## config.mk

```make
export PLATFORM = sky130hd
export DESIGN_NAME = cs_decode
export DESIGN_NICKNAME = d
export VERILOG_FILES = /design/src/rtl/cs_pkg.sv /design/src/rtl/cs_tstate_track.sv /design/src/rtl/cs_stretch.sv /design/src/rtl/cs_select.sv /design/src/rtl/cs_decode.sv
export SDC_FILE = /design/constraint.sdc
export NUM_CORES = 1
export LEC_CHECK = 0
export BUFFER_PORTS_ARGS = -buffer_cell sky130_fd_sc_hd__buf_2
export CAP_MARGIN = 30
export CORE_AREA = 2 2 39 41
export CTS_BUF_LIST = sky130_fd_sc_hd__clkbuf_8 sky130_fd_sc_hd__clkbuf_16
export CTS_CLUSTER_SIZE = 12
export DETAILED_ROUTE_END_ITERATION = 12
export DIE_AREA = 0 0 41 43
export GPL_ROUTABILITY_DRIVEN = 1
export SLEW_MARGIN = 10
export SYNTH_ARGS = -nofsm -noshare
export SYNTH_HDL_FRONTEND = slang
export SYNTH_SLANG_ARGS = --single-unit
```

## constraint.sdc

```tcl
create_clock -name clk -period 1.43 [get_ports clk]
set_input_delay 0.286 -clock clk [delete_from_list [all_inputs] [get_ports clk]]
set_output_delay 0.286 -clock clk [all_outputs]
set_load 0.005 [all_outputs]
```

## src/rtl/cs_pkg.sv

```systemverilog
// Shared types for the memory select generator.
// Assumes one sampling cycle per CPU half clock.
package cs_pkg;

    // Bus T-state as seen by the select logic; IDLE means outside a counted cycle.
    typedef enum logic [2:0] {
        TS_IDLE = 3'd0,
        TS_T1   = 3'd1,
        TS_T2   = 3'd2,
        TS_T3   = 3'd3,
        TS_T4   = 3'd4
    } tstate_e;

endpackage

```

## src/rtl/cs_tstate_track.sv

```systemverilog
// T-state tracker and video-flag latch.
// Restarts at T1 on the half where m1_n falls and advances on each rising
// edge of cpu_phase; after T4 it goes idle until the next fetch.
// Captures video_en on the /M1 fall half and holds it for the whole cycle.
// Assumes the strobes change at most once per sampling cycle.
module cs_tstate_track
    import cs_pkg::*;
(
    input  logic    clk,
    input  logic    rst_n,
    input  logic    cpu_phase,
    input  logic    m1_n,
    input  logic    video_en,
    output tstate_e t_now,
    output logic    vid_q
);

    logic    m1_prev;
    logic    phase_prev;
    tstate_e t_q;
    logic    m1_fall;
    logic    phase_rise;

    assign m1_fall    = m1_prev & ~m1_n;
    assign phase_rise = ~phase_prev & cpu_phase;

    // Current T-state from the held state and the edges seen in this half.
    always_comb begin
        if (m1_fall) begin
            t_now = TS_T1;
        end else if (phase_rise) begin
            case (t_q)
                TS_T1:   t_now = TS_T2;
                TS_T2:   t_now = TS_T3;
                TS_T3:   t_now = TS_T4;
                default: t_now = TS_IDLE;
            endcase
        end else begin
            t_now = t_q;
        end
    end

    // Hold the strobe history, the T-state and the captured video flag.
    always_ff @(posedge clk) begin
        if (!rst_n) begin
            m1_prev    <= 1'b1;
            phase_prev <= 1'b1;
            t_q        <= TS_IDLE;
            vid_q      <= 1'b0;
        end else begin
            m1_prev    <= m1_n;
            phase_prev <= cpu_phase;
            t_q        <= t_now;
            if (m1_fall) begin
                vid_q <= video_en;
            end
        end
    end

    // the flag changes only on a half that saw /M1 fall.
    assert_vid_hold_R5: assert property (@(posedge clk) disable iff (!rst_n)
        !(m1_prev && !m1_n) |=> $stable(vid_q));

    // T2 is followed by T2 again, by T3, or by a new fetch.
    assert_t2_order_R8: assert property (@(posedge clk) disable iff (!rst_n)
        (t_now == TS_T2) |=> (t_now inside {TS_T2, TS_T3, TS_T1}));

endmodule

```

## src/rtl/cs_stretch.sv

```systemverilog
// Refresh stretch detector.
// Flags the single half after a refresh /MREQ rise that falls in a low
// CPU clock half of a video fetch. When ENABLE is 0 it never flags.
module cs_stretch #(
    parameter bit ENABLE = 1'b1
) (
    input  logic clk,
    input  logic rst_n,
    input  logic cpu_phase,
    input  logic mreq_n,
    input  logic rfsh_n,
    input  logic vid_q,
    output logic stretch
);

    generate
        if (ENABLE) begin : g_on
            logic mreq_prev;
            logic rfsh_prev;

            // Remember last half's memory request and refresh strobes.
            always_ff @(posedge clk) begin
                if (!rst_n) begin
                    mreq_prev <= 1'b1;
                    rfsh_prev <= 1'b1;
                end else begin
                    mreq_prev <= mreq_n;
                    rfsh_prev <= rfsh_n;
                end
            end

            // Extend only a refresh request that ends in a low clock half.
            assign stretch = mreq_n & ~mreq_prev & ~rfsh_prev & ~cpu_phase & vid_q;

            // a stretch never lasts more than one half.
            assert_stretch_single_R3: assert property (@(posedge clk) disable iff (!rst_n)
                stretch |=> !stretch);
        end else begin : g_off
            logic unused_stretch_in;
            assign unused_stretch_in = ^{clk, rst_n, cpu_phase, mreq_n, rfsh_n, vid_q};
            assign stretch = 1'b0;
        end
    endgenerate

endmodule

```

## src/rtl/cs_select.sv

```systemverilog
// Select combiner.
// Builds the active-low selects for the chosen variant, steers them with
// a14 and applies force-NOP blanking during T2/T3 when enabled.
// Purely combinational.
module cs_select
    import cs_pkg::*;
#(
    parameter bit STRETCH_VARIANT = 1'b1,
    parameter bit BLANK_ON_NOP    = 1'b1
) (
    input  logic    mreq_n,
    input  logic    rfsh_n,
    input  logic    a14,
    input  logic    stretch,
    input  logic    force_nop,
    input  tstate_e t_now,
    output logic    rom_cs_n,
    output logic    ram_cs_n
);

    logic blank;
    logic rom_on;
    logic ram_on;

    // Blanking window: force-NOP held during T2 or T3 of a fetch.
    generate
        if (BLANK_ON_NOP) begin : g_blank
            assign blank = force_nop & ((t_now == TS_T2) | (t_now == TS_T3));
        end else begin : g_noblank
            logic unused_blank_in;
            assign unused_blank_in = ^{force_nop, t_now};
            assign blank = 1'b0;
        end
    endgenerate

    // Per-variant select equations before blanking.
    generate
        if (STRETCH_VARIANT) begin : g_str
            logic unused_rfsh_in;
            assign unused_rfsh_in = rfsh_n;
            assign rom_on = (~mreq_n | stretch) & ~a14;
            assign ram_on = (~mreq_n | stretch) & a14;
        end else begin : g_rf
            logic unused_stretch_in;
            assign unused_stretch_in = stretch;
            assign rom_on = (~mreq_n & ~a14) | ~rfsh_n;
            assign ram_on = ~mreq_n & a14 & rfsh_n;
        end
    endgenerate

    // Drive the active-low outputs.
    always_comb begin
        rom_cs_n = ~(rom_on & ~blank);
        ram_cs_n = ~(ram_on & ~blank);
    end

endmodule

```

## src/rtl/cs_decode.sv

```systemverilog
// Memory select generator, top level.
// Tracks T-states, latches the video flag at /M1 fall, detects the
// refresh stretch and combines everything into active-low ROM and RAM
// selects. Runs on a clock at twice the CPU rate; cpu_phase gives the
// CPU clock level of each half.
module cs_decode
    import cs_pkg::*;
#(
    parameter bit STRETCH_VARIANT = 1'b1,
    parameter bit BLANK_ON_NOP    = 1'b1
) (
    input  logic clk,
    input  logic rst_n,
    input  logic cpu_phase,
    input  logic m1_n,
    input  logic mreq_n,
    input  logic rfsh_n,
    input  logic a14,
    input  logic video_en,
    input  logic force_nop,
    output logic rom_cs_n,
    output logic ram_cs_n
);

    tstate_e t_now;
    logic    vid_q;
    logic    stretch;

    cs_tstate_track u_track (
        .clk       (clk),
        .rst_n     (rst_n),
        .cpu_phase (cpu_phase),
        .m1_n      (m1_n),
        .video_en  (video_en),
        .t_now     (t_now),
        .vid_q     (vid_q)
    );

    cs_stretch #(.ENABLE(STRETCH_VARIANT)) u_stretch (
        .clk       (clk),
        .rst_n     (rst_n),
        .cpu_phase (cpu_phase),
        .mreq_n    (mreq_n),
        .rfsh_n    (rfsh_n),
        .vid_q     (vid_q),
        .stretch   (stretch)
    );

    cs_select #(
        .STRETCH_VARIANT (STRETCH_VARIANT),
        .BLANK_ON_NOP    (BLANK_ON_NOP)
    ) u_select (
        .mreq_n    (mreq_n),
        .rfsh_n    (rfsh_n),
        .a14       (a14),
        .stretch   (stretch),
        .force_nop (force_nop),
        .t_now     (t_now),
        .rom_cs_n  (rom_cs_n),
        .ram_cs_n  (ram_cs_n)
    );

    // the two selects are never active together.
    assert_one_select_R1: assert property (@(posedge clk) disable iff (!rst_n)
        !(!rom_cs_n && !ram_cs_n));

    // inside the blanking window both selects stay inactive.
    assert_blank_quiet_R8: assert property (@(posedge clk) disable iff (!rst_n)
        (BLANK_ON_NOP && force_nop && (t_now == TS_T2 || t_now == TS_T3))
            |-> (rom_cs_n && ram_cs_n));

    // a select active without /MREQ must follow a request, in a low half.
    generate
        if (STRETCH_VARIANT) begin : g_chk_str
            assert_stretch_origin_R3: assert property (@(posedge clk) disable iff (!rst_n)
                ((!rom_cs_n || !ram_cs_n) && mreq_n) |-> ($past(!mreq_n) && !cpu_phase));
        end
    endgenerate

endmodule

```

# After elaboration in Yosys (flattened, before gate mapping)
# Cells that the tools add are included.
# classes
n_eq_ne,5
muxes,3
bitwise,23
# ops
cell,count
"3-bit by 2-bit == test with 1-bit output, second input constant",4
1-bit bitwise AND,11
1-bit inverter,10
3-bit one-hot mux with 3 select lines,1
3-bit 2-to-1 mux,2
"3-bit by 1-bit == test with 1-bit output, second input constant",1
1-bit OR,2
# word_totals
inputBits,9
regBits,8
out_inout_bits,2
elab_cells,37

# Depth between registers and ports, before layout
# Gate-level depths: netlist of the first run.
# depth
ltp_word,10
ltp_mapped,3
mapped_depth_nobuf,3

# Hierarchy
# A second synthesis of the first run with hierarchy kept.
# hier_totals
hier_cells,37
area_unflattened_um2,364.1
# by_module_without_submodules
mod,instances,area_per_inst_um2,seq_area_each_um2,cells_per_inst
cs_tstate_track,1,257.7,120.1,27
cs_stretch,1,67.6,40.0,6
cs_select,1,38.8,0.0,4

# Least setup slack after synthesis of the first run
# Ideal clock, no wire load.
# synth_path
path_kind,reg2out
from,reg u_stretch.g_on.mreq_prev
to,out rom_cs_n
path_buffers,0
path_stages_with_launch,4
arrival_time_ns,1.019
path_slack_ns,0.125
required_time_ns,1.144
path_cell_list,dfxtp_1 > or4b_1 > a21oi_1 > o21ai_1
# synth_between
elab_chain_cells,9
# synth_lines
element,line,rtl
start: declaration,cs_stretch.sv:18,logic mreq_prev;
start signal: assignment,cs_stretch.sv:27,mreq_prev <= mreq_n;
1-bit inverter,cs_stretch.sv:33,assign stretch = mreq_n & ~mreq_prev & ~rfsh_prev & ~cpu_phase & vid_q;
1-bit bitwise AND (4 in series),cs_stretch.sv:33,
1-bit OR,cs_select.sv:41,assign rom_on = (~mreq_n | stretch) & ~a14;
1-bit bitwise AND,cs_select.sv:41,
1-bit bitwise AND,cs_select.sv:53,rom_cs_n = ~(rom_on & ~blank);
1-bit inverter,cs_select.sv:53,
end: declaration,cs_decode.sv:21,"output logic rom_cs_n,"
# No other way between the ends.

# Worst setup path in the final report of the first run
# layout_path
from,reg u_stretch.g_on.rfsh_prev
to,out rom_cs_n
# layout_between
elab_chain_cells,8
# layout_lines
element,line,rtl
start: declaration,cs_stretch.sv:19,logic rfsh_prev;
start signal: assignment,cs_stretch.sv:28,rfsh_prev <= rfsh_n;
1-bit inverter,cs_stretch.sv:33,
1-bit bitwise AND (3 in series),cs_stretch.sv:33,
1-bit OR,cs_select.sv:41,
1-bit bitwise AND,cs_select.sv:41,
1-bit bitwise AND,cs_select.sv:53,
1-bit inverter,cs_select.sv:53,
# No other way between the ends.

==> flow_summary_export.csv, run 1 <==
group,metric,value,unit
status,status,"finished with violations",
status,violations,"negative setup slack",
global_route,antenna_found_initial,0,
drt,topRoutingLayerUsed,"met3",
global_route,grt_pass1_vias,312,
drt,wl_met1,300,µm
worst_setup_path,cp_data_arrival_time,1340,ps
run,cap_viol_max_count,0,
logic_synthesis,syn_area,352.8,µm²
drt,num_vias,309,
timing,worstMarginPinSlew,183.2,ps
timing,fin_ws,-191.4,ps
global_route,grt_max_degree,8,
worst_setup_path,r2r_cells,3,
timing,finalSetupTns,-358.5,ps
pwr,leakage,0.1902,nW
timing,period_needed,1621,ps
cells_and_area,fillers,149,
drt,drt-initial-drc-count,4,
worst_setup_path,crit_path_start_kind,"flip-flop",
timing,timing.final.crit_share,1.134,
drt,wire_per_inst,9.809,µm
min_path,hp-class,"in2reg",
cts,clk_pin_slew,40,ps
timing,hold_viol,0,
place,port_buffers,10,
cts,cts_root_buf,"clkbuf_8",
logic_synthesis,synth_area_per_cell,9.285,µm²
pwr,p_comb_frac,0.087,
worst_setup_path,end_kind,"primary output",
place,place_hpwl,514.9,µm
logic_synthesis,syn_inst,38,
timing,skew,1.400,ps
global_route,track_usage,0.1037,
place,pre_cts_slack,-81.43,ps
cells_and_area,antenna_cells,0,
drt,drc,0,
timing,whs,248.7,ps
logic_synthesis,syn-num-nets,47,
worst_setup_path,crit_required,1140,ps
cells_and_area,drive_gt1_frac,0.3269,
logic_synthesis,ys_warn_count,0,
drt,wl_met3,49,µm
logic_synthesis,seq_area_frac_synth,0.4539,
pwr,ir_worst_vdd,0.4243,mV
cells_and_area,multi_input_area,200.2,µm²
worst_setup_path,path_class,"reg2out",
cts,cts_tree,"built",
min_path,hold_path_depth,2,
drt,dr_wl_met2,317,µm
drt,detail-route-antenna-nets,0,
pwr,power_density,1146,nW/µm²
cells_and_area,nets,63,
die,die_w,41,µm
timing,finalSetupViolCount,2,
global_route,grt_pass1_wl,1.193,mm
cells_and_area,area_growth,36.17,%
pwr,p_sw_frac,0.1967,
place,routabilityCongestion,0.6512,
timing,fmax,616.7,MHz
cts,cts_buffer_depth,2,
timing,rsz0062_at_grt,"yes",
pwr,p_int,0.4425,mW
timing,slew_violations,0,
pwr,power.switching,0.1084,mW
die,core.rowCount,14,
drt,totalWireLength,667,µm
cts,numCtsBuffers,3,
drt,dr.pass1.iters,2,
die,ios,11,
die,die_area,1763,µm²
die,start_util,0.2550,
global_route,grt-ovfl-total,0,
pwr,p_clk_frac,0.475,
logic_synthesis,synth.distinct_cells,14,
cts,cts_sinks,8,
pwr,seqPwrFrac,0.438,
worst_setup_path,cp_max_fo,2,
cells_and_area,seq_area,161.4,µm²
cts,htree_levels,1,
drt,via_per_inst,4.544,
cts,clk-insertion-delay-late,220,ps
logic_synthesis,synth-seq-cells,8,
timing,slew_headroom,0.8775,
die,core-area,1384,µm²
pwr,power,0.5508,mW
die,die_h,43,µm
[synth_stat cells]
library cell  instances  area share
dfxtp_1               8        0.45
o21ai_1               1       0.014
a21boi_1              2       0.043
or3b_1                1       0.025
nor2b_1               2       0.035
nand2b_1              6        0.11
o211ai_1              1       0.021
a21oi_1               4       0.057
and4bb_1              1       0.035
nand3b_1              2       0.043
or4b_1                2       0.057
nand2_1               6       0.064
o21bai_1              1       0.021
xor2_1                1       0.025
[per-layer routing]
metal	track usage	up-vias
li1	-	166
met4	0.08000	0
met1	0.1169	133
met5	0	-
met3	0.03141	0
met2	0.1531	10
[placed cells by master (no fill, tap or decap), types with 2 or more instances in the layout]
cell type | synthesis | layout
a21boi_1 | 2 | 2
a21oi_1 | 4 | 3
buf_2 | 0 | 10
clkbuf_8 | 0 | 3
dfxtp_1 | 8 | 7
nand2_1 | 6 | 6
nand2b_1 | 6 | 6
nand3b_1 | 2 | 2
nor2b_1 | 2 | 2
[final cells by class]
cell class                 instances  area share
multi-input combinational         30      0.4167
sequential                         8      0.3359
timing repair buffer              11      0.1198
clock buffer                       3     0.08594
tap                               16     0.04167
[through the flow]
stage	cells	area, µm²	utilization
finish	68	480.5	0.3472
global route	68	480.5	0.3472
CTS	68	471.7	0.3409
detailed placement	65	430.4	0.3110
global placement	65	430.4	0.3110
floorplan	38	352.8	-
[power by group through the flow]
| stage | Combinational [mW] | Clock (mW) | Sequential [mW] |
|---|---|---|---|
| 2_1_floorplan | 0.0235 | 0 | 0.242 |
| 3_3_place_gp | 0.0461 | 0 | 0.244 |
| 3_5_place_dp | 0.0472 | 0 | 0.244 |
| 4_1_cts | 0.0474 | 0.275 | 0.240 |
| 5_1_grt | 0.0567 | 0.282 | 0.242 |
| 6_report | 0.0477 | 0.262 | 0.241 |
[critical path: stages (launching register included)]
cell,delay (ps)
dfxtp_1,290
or4b_4,510
a21oi_2,130
o21ai_1,60
buf_2,120
[worst paths after layout]
kind	start	end	slack, ps
min reg2reg	u_track.vid_q$_SDFFE_PN0P_	u_track.vid_q$_SDFFE_PN0P_	450
min	rfsh_n	u_stretch.g_on.rfsh_prev$_SDFF_PN1_	250
max reg2reg	u_track.phase_prev$_SDFF_PN1_	u_track.t_q[0]$_SDFF_PN0_	260
max	u_stretch.g_on.rfsh_prev$_SDFF_PN1_	rom_cs_n	-190
[cell families after synthesis]
| logic type | after synthesis | synth area share |
|---|---|---|
| AOI/OAI and AO/OA | 9 | 0.1560 |
| xor gates and xnor gates | 1 | 0.02483 |
| DFF | 8 | 0.4539 |
| and+or+nand+nor | 20 | 0.3652 |
[registers in the layout, summed over array words and instances (netlist names)]
register and cells:
u_track.m1_prev 1, u_stretch.g_on.mreq_prev 1, u_track.vid_q 1, u_track.t_q 3
u_stretch.g_on.rfsh_prev 1, u_track.phase_prev 1
[repair_timing]
| action | in CTS | in global routing |
|---|---|---|
| endpoints found under the setup margin | 2 | 2 |
| setup buffers | 0 | 0 |
| hold buffers | 0 | 0 |
| pin swaps | 2 | 0 |
| gates resized for setup | 0 | 3 |
(Power assumes the default switching activity.)
==> inputs of run 2 (changes only) <==
==> constraint.sdc (replaced) <==
create_clock -name clk -period 1.43 [get_ports clk]
set_input_delay 0.286 -clock clk [delete_from_list [all_inputs] [get_ports clk]]
set_output_delay 0.286 -clock clk [all_outputs]
set_load 0.05 [all_outputs]
==> run 2 against run 1 <==
The flow still finishes with violations (negative setup slack). Global-route usage is 1.1 points lower. Routed wire length is 0.45% higher. Non-clock buffer count is 2 higher. Largest power group unchanged. Critical path depth stayed put. Critical endpoint is now ram_cs_n. Sequential power hardly changed. Count of clock-buffer cells in the layout stayed put. Worst hold slack worse by 4.1 ps. Via count is 1.9% higher. Fmax is 2.8% lower.
==> flow_summary_export.csv, run 2 (same netlist as run 1, synthesis figures left out) <==
group,metric,value,unit
status,status,"finished with violations",
status,violations,"negative setup slack",
place,port_buffers,10,
timing,hold_viol,0,
worst_setup_path,crit_required,1140,ps
cts,cts_buffer_depth,2,
global_route,grt-ovfl-total,0,
worst_setup_path,r2r_setup_slack,240,ps
global_route,grt_max_degree,8,
cells_and_area,nets,65,
timing,finalSetupViolCount,2,
cells_and_area,drive_gt1_frac,0.3519,
cts,ctsHoldBuffers,0,
drt,drt-initial-drc-count,7,
timing,slew_violations,0,
worst_setup_path,end_kind,"primary output",
timing,timing.final.crit_share,1.167,
cts,cts_root_buf,"clkbuf_8",
place,place_hpwl,519.4,µm
cts,clk_pin_slew,40,ps
cts,cts_tree,"built",
cells_and_area,final_cell_mix,"buf_2 (8), dfxtp_1 (7), nand2b_1 (6), nand2_1 (6), buf_4 (4)",
worst_setup_path,cp_data_arrival_time,1380,ps
cells_and_area,area_growth,42.91,%
die,die_h,43,µm
global_route,track_usage,0.09265,
cells_and_area,multi_input_area,200.2,µm²
timing,skew,3.426,ps
pwr,power_density,1132,nW/µm²
drt,num_vias,315,
min_path,hp-class,"in2reg",
min_path,hold_start,"rfsh_n",
global_route,grt_pass1_wl,1.055,mm
drt,detail-route-antenna-nets,0,
pwr,ir_worst_vdd,0.4178,mV
cts,numCtsBuffers,3,
timing,whs,244.6,ps
worst_setup_path,r2r-end,"u_track.t_q[0]$_SDFF_PN0_",
min_path,whs_endpoint,"u_stretch.g_on.rfsh_prev$_SDFF_PN1_",
cells_and_area,final_common_cell,"buf_2",
timing,fmax,599.5,MHz
cts,postCtsSetupRepairBufs,0,
timing,period_needed,1668,ps
timing,fin_ws,-238.1,ps
die,start_util,0.2550,
cells_and_area,antenna_cells,0,
drt,totalWireLength,670,µm
pwr,power,0.5708,mW
cells_and_area,fillers,145,
die,core-area,1384,µm²
cts,clk-insertion-delay-late,220,ps
worst_setup_path,r2r_cells,3,
die,core.rowCount,14,
global_route,antenna_found_initial,0,
min_path,hold_path_depth,2,
worst_setup_path,crit_path_start_kind,"flip-flop",
cells_and_area,top_register,"u_track.t_q",
cells_and_area,seq_area,161.4,µm²
drt,via_per_inst,4.500,
timing,rsz0062_at_grt,"yes",
drt,dr.pass1.iters,4,
die,die_w,41,µm
worst_setup_path,r2r-start,"u_track.phase_prev$_SDFF_PN1_",
place,routabilityCongestion,0.6677,
drt,wire_per_inst,9.571,µm
cells_and_area,largest_reg_flops,3,
worst_setup_path,path_class,"reg2out",
timing,slew_headroom,0.8702,
worst_setup_path,cp_max_fo,2,
run,cap_viol_max_count,0,
die,die_area,1763,µm²
cts,cts_sinks,8,
timing,worstMarginPinSlew,194.0,ps
drt,drc,0,
cts,htree_levels,1,
global_route,grt_pass1_vias,280,
pwr,leakage,0.2042,nW
die,ios,11,
-- run 2: how the worst max path moves through the flow --
stage                                                   start       end  slack, ps  cells past startpoint
after floorplan                 u_track.phase_prev$_SDFF_PN1_  ram_cs_n       -260                      3
after global placement                              cpu_phase  rom_cs_n       -150                      5
after detailed placement                            cpu_phase  rom_cs_n       -160                      5
after CTS                 u_stretch.g_on.rfsh_prev$_SDFF_PN1_  rom_cs_n       -290                      4
after global routing      u_stretch.g_on.rfsh_prev$_SDFF_PN1_  rom_cs_n       -300                      4
final                     u_stretch.g_on.rfsh_prev$_SDFF_PN1_  ram_cs_n       -240                      4
-- run 2: per-layer routing --
metal  GRT usage  share of wire  wire [µm]  vias to the layer above
li1            -              -          -                      167
met3     0.03141          0.082         55                        0
met1      0.1039           0.44        293                      133
met4     0.08000              0          0                        0
met5           0              0          0                        -
met2      0.1313           0.48        322                       15
-- run 2: stage by stage --
stage,area (µm²),setup slack [ps],TNS [ps],utilization,std cells
floorplan,352.8,-262.4,-446.7,-,38
global placement,445.4,-153.0,-255.9,0.3219,67
detailed placement,445.4,-164.8,-264.8,0.3219,67
CTS,491.7,-290.6,-536.2,0.3553,70
global route,504.2,-302.4,-592.3,0.3644,70
finish,504.2,-238.1,-471.7,0.3644,70
-- run 2: timing repair --
action	CTS	global route
endpoints found under the setup margin	2	2
endpoints found under the hold margin	0	0
gates resized for setup	2	4
pin swaps	2	0
-- run 2: where the power goes --
part | leakage (nW) | total (mW) | internal [mW] | switching, mW
clock | 0.0216 | 0.263 | 0.182 | 0.0816
sequential | 0.0665 | 0.239 | 0.235 | 0.00450
combinational | 0.116 | 0.0680 | 0.0333 | 0.0347
total | 0.204 | 0.571 | 0.450 | 0.121
-- run 2: critical path: stages (launching register included) --
cell and delay (ps):
dfxtp_1 290, or4b_4 510, nand2_1 90, o211ai_1 80, buf_4 190
-- run 2: layout make-up --
type,instances,share of cell area
tap,16,0.03970
clock buffer,3,0.08189
timing repair buffer,13,0.1613
multi-input combinational,30,0.3970
sequential,8,0.3201
==> inputs of run 3 (changes only) <==
--- a/config.mk
+++ b/config.mk
@@ -7,12 +7,15 @@
 export LEC_CHECK = 0
 export BUFFER_PORTS_ARGS = -buffer_cell sky130_fd_sc_hd__buf_2
 export CAP_MARGIN = 30
-export CORE_AREA = 2 2 39 41
+export CELL_PAD_IN_SITES_DETAIL_PLACEMENT = 0
+export CELL_PAD_IN_SITES_GLOBAL_PLACEMENT = 2
+export CORE_MARGIN = 2
+export CORE_UTILIZATION = 26
 export CTS_BUF_LIST = sky130_fd_sc_hd__clkbuf_8 sky130_fd_sc_hd__clkbuf_16
 export CTS_CLUSTER_SIZE = 12
 export DETAILED_ROUTE_END_ITERATION = 12
-export DIE_AREA = 0 0 41 43
 export GPL_ROUTABILITY_DRIVEN = 1
+export PLACE_DENSITY_LB_ADDON = 0.1
 export SLEW_MARGIN = 10
 export SYNTH_ARGS = -nofsm -noshare
 export SYNTH_HDL_FRONTEND = slang
==> run 3 against run 2 <==
Critical path type unchanged. Largest cell class unchanged. The flow still finishes with violations (negative setup slack). Fmax fell by 3.3%. Via count is 3.2% higher. Clock skew is 1.5 ps higher. Clock power grew 3%. Flip-flop and latch count did not move. Die area fell by 5.4%.
==> flow_summary_export.csv, run 3 (same netlist as run 1, synthesis figures left out) <==
group,metric,value,unit
drt,num_vias,325,
timing,skew,4.954,ps
die,die_h,40.84,µm
cells_and_area,stdcell_area,496.7,µm²
place,port_buffers,10,
drt,drt-initial-drc-count,7,
place,pre_cts_slack,-201.6,ps
drt,detail-route-antenna-nets,0,
worst_setup_path,cp_slowest_stage_delay,540,ps
global_route,track_usage,0.1181,
cts,htree_levels,1,
cts,cts_buffer_depth,2,
pwr,seqPwrFrac,0.415,
cts,cts_root_buf,"clkbuf_8",
worst_setup_path,end_kind,"primary output",
worst_setup_path,path_class,"reg2out",
timing,whs,241.4,ps
timing,hold_viol,0,
worst_setup_path,crit_required,1140,ps
pwr,power.switching,0.1274,mW
drt,via_per_inst,4.779,
pwr,p_sw_frac,0.2211,
cts,cts_sinks,8,
min_path,hp-class,"in2reg",
cells_and_area,largest_reg_flops,3,
timing,finalSetupViolCount,2,
cts,ctsHoldBuffers,0,
pwr,p_clk_frac,0.468,
worst_setup_path,cp_data_arrival_time,1440,ps
drt,wire_per_inst,10.43,µm
worst_setup_path,path_cells,"or4b_4, a21oi_2, o21ai_1, buf_6",
die,core.rowCount,13,
die,start_util,0.2746,
die,die_area,1668,µm²
pwr,ir_worst_vdd,0.5729,mV
timing,slew_violations,0,
run,cap_viol_max_count,0,
global_route,grt_pass1_wl,1.228,mm
cells_and_area,antenna_cells,0,
global_route,grt_pass1_vias,298,
cts,clk-insertion-delay-late,230,ps
worst_setup_path,crit_family,"simple AND/OR/NAND/NOR gates",
cells_and_area,drive_gt1_frac,0.3396,
global_route,grt_max_degree,8,
cells_and_area,top_register,"u_track.t_q",
place,place_hpwl,541.1,µm
drt,totalWireLength,709,µm
status,violations,"negative setup slack",
cells_and_area,area_growth,40.78,%
global_route,grt-ovfl-total,0,
cells_and_area,final_cell_mix,"buf_2 (8), dfxtp_1 (8), nand2b_1 (6), nand2_1 (5)",
die,core-area,1285,µm²
timing,worstMarginPinSlew,207.9,ps
place,routabilityCongestion,0.7499,
cells_and_area,nets,64,
cts,numCtsBuffers,3,
status,status,"finished with violations",
timing,rsz0062_at_grt,"yes",
timing,fin_ws,-294.5,ps
die,ios,11,
place,place_area,436.7,µm²
worst_setup_path,critical_path.slowest_cell,"or4b_4",
cts,cts_tree,"built",
timing,slew_headroom,0.8609,
timing,fmax,579.9,MHz
pwr,power_density,1160,nW/µm²
die,die_w,40.84,µm
pwr,p_int,0.4488,mW
drt,drc,0,
pwr,p_comb_frac,0.117,
drt,dr.pass1.iters,4,
cts,clk_pin_slew,40,ps
timing,period_needed,1725,ps
timing,timing.final.crit_share,1.206,
global_route,antenna_found_initial,0,
worst_setup_path,crit_path_start_kind,"flip-flop",
worst_setup_path,cp.buffers_inverters,1,
pwr,leakage,0.1989,nW
worst_setup_path,cp_max_fo,2,
[run 3: worst paths after layout]
check | slack (ps) | from | depth (start not counted) | to
worst max-delay path | -290 | u_stretch.g_on.mreq_prev$_SDFF_PN1_ | 4 | rom_cs_n
worst min register to register | 460 | u_track.vid_q$_SDFFE_PN0P_ | 2 | u_track.vid_q$_SDFFE_PN0P_
worst max register to register | 260 | u_track.phase_prev$_SDFF_PN1_ | 3 | u_track.t_q[0]$_SDFF_PN0_
worst min-delay path | 240 | rfsh_n | 2 | u_stretch.g_on.rfsh_prev$_SDFF_PN1_
[run 3: area by class of cell]
class | count | area, µm²
Clock buffer | 3 | 41.29
Fill cell | 145 | 788.3
Multi-Input combinational cell | 30 | 202.7
Sequential cell | 8 | 160.2
Tap cell | 15 | 18.77
Timing Repair Buffer | 12 | 73.82
[run 3: per-stage QoR]
stage	std cells	power, mW	utilization	TNS, ps
2_1_floorplan	38	0.2768	-	-446.7
6_report	68	0.5762	0.3866	-565.9
3_3_place_gp	65	0.3042	0.3398	-327.1
5_1_grt	68	0.6026	0.3866	-666.3
4_1_cts	68	0.5809	0.3817	-573.4
3_5_place_dp	65	0.3054	0.3398	-356.4
[run 3: routing by layer]
metal	track usage	vias up	share of wire
met1	0.1311	142	0.44
met5	0	-	0
met3	0.06522	2	0.086
met4	0.07500	0	0.024
met2	0.1719	14	0.45
li1	-	167	-
[run 3: timing repair]
action | in CTS | in global routing
pin swaps | 2 | 3
buffers inserted | 0 | 0
resized for setup | 4 | 2
setup endpoints to repair | 2 | 2
[run 3: power by group through the flow]
| stage | clock [mW] | sequential, mW | combinational, mW |
|---|---|---|---|
| 2_1_floorplan | 0 | 0.242 | 0.0344 |
| 3_3_place_gp | 0 | 0.242 | 0.0617 |
| 3_5_place_dp | 0 | 0.243 | 0.0628 |
| 4_1_cts | 0.275 | 0.239 | 0.0662 |
| 5_1_grt | 0.287 | 0.240 | 0.0756 |
| 6_report | 0.270 | 0.239 | 0.0675 |
